### src/rtl/coal_pkg.sv
package coal_pkg;
    typedef enum logic [1:0] {
        ST_IDLE,
        ST_EMIT,
        ST_FINISH
    } coal_state_e;

    localparam int SMALL_OFF = 5;   // 32-byte granule
    localparam int LARGE_OFF = 7;   // 128-byte granule
endpackage

### src/rtl/seg_calc.sv
module seg_calc #(
    parameter int ADDR_W = 32,
    parameter int SIZE_W = 4
) (
    input  logic [ADDR_W-1:0] addr,
    input  logic [SIZE_W-1:0] len_m1,
    input  logic              big,
    output logic [ADDR_W-1:0] lo_seg,
    output logic [ADDR_W-1:0] hi_seg
);
    import coal_pkg::*;

    logic [ADDR_W-1:0] keep;
    logic [ADDR_W-1:0] last_byte;

    always_comb begin
        keep      = big ? ~((ADDR_W'(1) << LARGE_OFF) - ADDR_W'(1))
                        : ~((ADDR_W'(1) << SMALL_OFF) - ADDR_W'(1));
        last_byte = addr + ADDR_W'(len_m1);
        lo_seg    = addr & keep;
        hi_seg    = last_byte & keep;
    end
endmodule

### src/rtl/first_pick.sv
module first_pick #(
    parameter int N = 64,
    localparam int IDX_W = $clog2(N)
) (
    input  logic [N-1:0]     req,
    output logic             found,
    output logic [IDX_W-1:0] idx
);
    always_comb begin
        found = |req;
        idx   = '0;
        for (int k = N - 1; k >= 0; k--) begin
            if (req[k]) idx = IDX_W'(k);
        end
    end
endmodule

### src/rtl/warp_coalescer.sv
module warp_coalescer #(
    parameter int LANES  = 32,
    parameter int ADDR_W = 32,
    parameter int SIZE_W = 4,
    localparam int ENTRIES = 2 * LANES,
    localparam int IDX_W   = $clog2(ENTRIES)
) (
    input  logic                     clk,
    input  logic                     rst_n,
    input  logic                     req_valid,
    output logic                     req_ready,
    input  logic [LANES-1:0]         req_mask,
    input  logic [LANES*ADDR_W-1:0]  req_addr,
    input  logic [LANES*SIZE_W-1:0]  req_size,
    input  logic                     seg_big,
    output logic                     seg_valid,
    input  logic                     seg_ready,
    output logic [ADDR_W-1:0]        seg_addr,
    output logic [LANES-1:0]         seg_lanes,
    output logic                     done
);
    import coal_pkg::*;

    coal_state_e state_q, state_d;

    logic [ADDR_W-1:0] lo_new [LANES];
    logic [ADDR_W-1:0] hi_new [LANES];
    logic [ADDR_W-1:0] lo_q   [LANES];
    logic [ADDR_W-1:0] hi_q   [LANES];
    logic [LANES-1:0]  pend_lo_q, pend_hi_q;
    logic [LANES-1:0]  act_q;
    logic              big_q;

    logic [ENTRIES-1:0] pend_vec;
    logic [LANES-1:0]   eq_lo, eq_hi;
    logic [LANES-1:0]   left_lo, left_hi;
    logic               found;
    logic [IDX_W-1:0]   pick;
    logic [ADDR_W-1:0]  cur_seg;
    logic               take;
    logic               last_take;

    // per-lane segment bounds and the interleaved pending vector
    for (genvar g = 0; g < LANES; g++) begin : g_lane
        seg_calc #(.ADDR_W(ADDR_W), .SIZE_W(SIZE_W)) u_calc (
            .addr   (req_addr[g*ADDR_W +: ADDR_W]),
            .len_m1 (req_size[g*SIZE_W +: SIZE_W]),
            .big    (seg_big),
            .lo_seg (lo_new[g]),
            .hi_seg (hi_new[g])
        );
        assign pend_vec[2*g]   = pend_lo_q[g];
        assign pend_vec[2*g+1] = pend_hi_q[g];
        assign eq_lo[g] = (lo_q[g] == cur_seg);
        assign eq_hi[g] = (hi_q[g] == cur_seg);
    end

    first_pick #(.N(ENTRIES)) u_pick (
        .req   (pend_vec),
        .found (found),
        .idx   (pick)
    );

    always_comb begin
        cur_seg   = pick[0] ? hi_q[pick[IDX_W-1:1]] : lo_q[pick[IDX_W-1:1]];
        left_lo   = pend_lo_q & ~eq_lo;
        left_hi   = pend_hi_q & ~eq_hi;
        take      = (state_q == ST_EMIT) && found && seg_ready;
        last_take = take && (left_lo == '0) && (left_hi == '0);
    end

    // next state
    always_comb begin
        state_d = state_q;
        unique case (state_q)
            ST_IDLE:   if (req_valid) state_d = ST_EMIT;
            ST_EMIT:   if (!found || last_take) state_d = ST_FINISH;
            ST_FINISH: state_d = ST_IDLE;
            default:   state_d = ST_IDLE;
        endcase
    end

    // state register and captured request
    always_ff @(posedge clk) begin
        if (!rst_n) begin
            state_q   <= ST_IDLE;
            pend_lo_q <= '0;
            pend_hi_q <= '0;
            act_q     <= '0;
            big_q     <= 1'b0;
        end else begin
            state_q <= state_d;
            if (state_q == ST_IDLE && req_valid) begin
                act_q <= req_mask;
                big_q <= seg_big;
                for (int i = 0; i < LANES; i++) begin
                    lo_q[i]      <= lo_new[i];
                    hi_q[i]      <= hi_new[i];
                    pend_lo_q[i] <= req_mask[i];
                    pend_hi_q[i] <= req_mask[i] && (hi_new[i] != lo_new[i]);
                end
            end else if (take) begin
                pend_lo_q <= left_lo;
                pend_hi_q <= left_hi;
            end
        end
    end

    // outputs
    always_comb begin
        req_ready = 1'b0;
        seg_valid = 1'b0;
        done      = 1'b0;
        unique case (state_q)
            ST_IDLE:   req_ready = 1'b1;
            ST_EMIT:   seg_valid = found;
            ST_FINISH: done      = 1'b1;
            default:   ;
        endcase
        seg_addr  = cur_seg;
        seg_lanes = act_q & (eq_lo | eq_hi);
    end

    // ---------------- assertions ----------------
    logic [LANES-1:0] union_q;
    always_ff @(posedge clk) begin
        if (!rst_n)                           union_q <= '0;
        else if (state_q == ST_IDLE && req_valid) union_q <= '0;
        else if (seg_valid && seg_ready)      union_q <= union_q | seg_lanes;
    end

    a_r8_hold: assert property (@(posedge clk) disable iff (!rst_n)
        seg_valid && !seg_ready |=> seg_valid && $stable(seg_addr) && $stable(seg_lanes));

    a_r3_lanes_active: assert property (@(posedge clk) disable iff (!rst_n)
        seg_valid |-> (seg_lanes != '0) && ((seg_lanes & ~act_q) == '0));

    a_r4_union: assert property (@(posedge clk) disable iff (!rst_n)
        done |-> union_q == act_q);

    a_r9_one_pulse: assert property (@(posedge clk) disable iff (!rst_n)
        done |=> !done);

    a_r1_aligned: assert property (@(posedge clk) disable iff (!rst_n)
        seg_valid |-> (big_q ? (seg_addr[LARGE_OFF-1:0] == '0)
                             : (seg_addr[SMALL_OFF-1:0] == '0)));

    a_r10_busy: assert property (@(posedge clk) disable iff (!rst_n)
        req_valid && req_ready |=> !req_ready);
endmodule

### config.mk
export PLATFORM = sky130hd
export DESIGN_NAME = warp_coalescer
export DESIGN_NICKNAME = d
export VERILOG_FILES = /design/src/rtl/coal_pkg.sv /design/src/rtl/seg_calc.sv /design/src/rtl/first_pick.sv /design/src/rtl/warp_coalescer.sv
export SDC_FILE = /design/constraint.sdc
export NUM_CORES = 2
export LEC_CHECK = 0
export BUFFER_PORTS_ARGS = -buffer_cell sky130_fd_sc_hd__buf_2
export CAP_MARGIN = 40
export CORE_MARGIN = 2
export CORE_UTILIZATION = 35
export CTS_CLUSTER_DIAMETER = 100
export DETAILED_ROUTE_END_ITERATION = 10
export PLACE_DENSITY = 0.6
export SYNTH_ARGS = -nofsm -noshare
export SYNTH_HDL_FRONTEND = slang
export SYNTH_HIERARCHICAL = 1
export SYNTH_SLANG_ARGS = --single-unit
### constraint.sdc
create_clock -name clk -period 54.7 [get_ports clk]
set_clock_uncertainty 0.1 [all_clocks]
set_input_delay 8.205 -clock clk [delete_from_list [all_inputs] [get_ports clk]]
set_output_delay 8.205 -clock clk [all_outputs]
set_load 0.05 [all_outputs]
==> summary.md <==
| Metric | Value |
|---|---|
| Worst vdd ir | 67.16 µV |
| Crit path kind | reg2out |
| Final hold violation count | 0 |
| Port buffer count | 1,255 |
| First-pass GRT wire length | 1,134,000 µm |
| Number of global-route vias before repair | 115,100 |
| WHS Path Cells | 2 |
| Critical Path RT | 46.40 ns |
| Crit path capture type | output pin |
| Rel. slew slack | 0.1455 |
| Worst-path clk slew | 0.06 ns |
| Worst Hold Class | reg2reg |
| Critical Path AT | 11.91 ns |
| CP max FO | 107 |
| Leak | 0.05745 µW |
| Final core utilization | 0.3874 |
| Most common cell after layout, fill and taps aside | edfxtp_1 |
| Nets | 15,390 |
| Die Area | 0.4469 mm² |
| Io pins | 1,256 |
| Tcrit/Tclk final | 0.3696 |
| Post-Syn Area | 0.1546 mm² |
| Max-slew violation count | 0 |
| Filler cells | 43,170 |
| Pre-Repair DR Iteration Count | 7 |
| Largest net degree at the start of global routing | 183 |
| Reg2reg end | state_q[0] |
| Placement-stage cell area | 0.1606 mm² |
| Max_cap viols | 0 |
| Post-synth EDFFs | 2,048 |
| Most frequent cells in the layout | edfxtp_1, xnor2_1, xor2_1, buf_2, nand4_1 |
| All-Layer GR Usage | 0.3837 |
| H-tree levels | 5 |
| Die width | 668.5 µm |
| Skew-Pair Late Insertion Delay | 0.99 ns |
| Gate count of the mapped netlist | 13,760 |
| Inst Count DP | 19,710 |
| RD Place Congestion | 1.128 |
| CP Launch Point | pend_hi_q[27] |
| FMAX | 49.46 MHz |
| Chip height | 668.5 µm |
| Fin crit period | 20.22 ns |
| Remaining DRCs | 0 |
| Avg Cell Area, Syn | 11.23 µm² |
| GRT overflow | 0 |
| Layout cell share with drive strength beyond 1 | 0.1929 |
| Initial Util | 0.3508 |
| Synth Register Bits | 2,146 |
| Hold wc startpoint | act_q[4] |
| Finish-stage setup viols | 0 |
| Clock sink count | 2,146 |
| Dpl hpwl | 724,800 µm |
| TritonCTS buffer count | 274 |
| Post-CTS setup buffers | 0 |
| Asr flop ratio synth | 0 |
| Wire length per cell | 43.89 µm |
| Syn. warnings | 6 |
| DRT iter0 DRCs | 24,120 |
| RR Startpoint | pend_hi_q[27] |
| CORE AREA | 0.4405 mm² |
| Hold Path End | act_q[4] |
| Seq/Total Area, Yosys | 0.4106 |
| Final instance area | 0.1707 mm² |
| Worst setup SP type | flip-flop |
| Row cnt | 244 |
| Clock tree buffer depth | 4 |
| Initial antenna violation count | 221 |
| FF-to-FF setup slack | 42.78 ns |
| Post-CTS Hold Buffers | 0 |
| Ys flop type | edfxtp_1 |
| CTS tree | built |
| Vias | 128,600 |
| Clk root buf | clkbuf_16 |
| Status | completed |
| RSZ-0062 raised after global routing | false |
| Cell Count, Final, Fillers Out | 20,390 |
| Least-Margin Pin Slew | 1.282 ns |
| Via-to-Cell Ratio | 6.310 |
| PwrDens | 48.67 mW/mm² |
| Routed Antenna Nets | 0 |
| Setup TNS | 0 ns |
| Final wirelength | 894,700 µm |
| CTS resizes | 0 |
| R2r worst-path depth | 25 |
| P&R area growth vs syn | 10.42% |
| Yosys cell types | 101 |
[sequential cells by signal, summed over array words and instances, names as in the netlist]
register   cells
pend_lo_q     32
pend_hi_q     32
state_q        2
act_q         32
hi_q        1024
lo_q        1024
[where the power goes]
part	switching (µW)	internal, µW	total (µW)
combinational	3070	1210	4280
clock	824	1150	1970
sequential	150	1900	2050
total	4040	4260	8310
[cells in the mapped netlist, types with 98 or more instances]
cell type | number | area [µm²]
nand2_1 | 364 | 1366
o21a_1 | 136 | 1021
buf_2 | 267 | 1336
nand3_1 | 513 | 2567
nor3_1 | 194 | 970.9
a21oi_1 | 216 | 1081
nor4_1 | 314 | 1964
and2_1 | 137 | 857.1
dfxtp_1 | 98 | 1962
edfxtp_1 | 2048 | 61500
xor2_1 | 1800 | 15770
clkbuf_1 | 194 | 728.2
xnor2_1 | 2031 | 17790
inv_1 | 128 | 480.5
nor2_1 | 138 | 518.0
mux2i_1 | 763 | 7637
buf_4 | 1267 | 9512
a22oi_1 | 388 | 2913
nand4_1 | 841 | 5261
nor4_2 | 252 | 3153
mux4_2 | 122 | 2748
and3_1 | 179 | 1120
[worst max path at each step]
stage,endpoint,slack [ns],cells past startpoint
2_1_floorplan,hi_q[0][0],21.02,3
3_3_place_gp,seg_lanes[4],35.50,24
3_5_place_dp,seg_lanes[4],35.80,25
4_1_cts,seg_lanes[4],34.75,25
5_1_grt,seg_lanes[4],34.68,25
6_report,seg_lanes[4],34.48,25
[routing by layer]
layer  vias to the layer above  wire length (µm)  track usage  part of all wire
li1                      50320                 -            -                 -
met1                     64720            346300       0.5050              0.39
met2                     11200            350300       0.5190              0.39
met3                      2264            134200       0.1640              0.15
met4                       130             62960       0.2216             0.070
met5                         -               992            0            0.0011
[through the flow]
| step | hold WS, ns | setup WS (ns) | total power (µW) |
|---|---|---|---|
| 3_3_place_gp | 0.3465 | 35.50 | 6078 |
| 3_5_place_dp | 0.3550 | 35.80 | 6077 |
| 5_1_grt | 0.3728 | 34.68 | 8305 |
| 4_1_cts | 0.3629 | 34.75 | 8035 |
| 6_report | 0.3629 | 34.48 | 8306 |
| 2_1_floorplan | 0.3388 | 21.02 | 4476 |
[critical path: stages, from the launching register on]
cell and delay [ns]:
dfxtp_1 0.47, nor4_4 0.42, nand2_1 0.10, o21ai_0 0.31, nand3_1 0.20, a31oi_4 0.52, buf_4 0.67, buf_12 0.61
buf_4 0.77, mux4_2 0.45, a22oi_1 0.55, and3_1 0.43, or2_1 0.15, buf_4 0.51, or2_2 0.64, inv_4 0.39
buf_4 0.39, xnor2_1 0.26, nand3_1 0.12, or4_1 0.47, or4_1 0.58, or4_1 0.49, a21boi_0 0.39, buf_2 0.28
buf_4 0.14, buf_2 0.25
[final cells by class]
type,instances,area (µm²),area share
multi-input combinational,9933,79790,0.4675
sequential,2146,63460,0.3718
timing repair buffer,1619,9657,0.05658
tap,5904,7387,0.04328
clock buffer,321,7158,0.04194
clock inverter,178,2326,0.01363
inverter,132,504.2,0.002955
antenna,152,380.4,0.002229
[logic make-up after synthesis]
family,count (synthesis),share of synthesized area
AND/OR/NAND/NOR,3373,0.1431
AO/OA/AOI/OAI,1373,0.06531
buffers and inverters,1970,0.08394
XOR/XNOR,3831,0.2171
multiplexers,940,0.07138
other,32,0.0007772
adder cells (fa/ha/maj),96,0.007771
flip-flops,2146,0.4106
(Power assumes the default switching activity.)
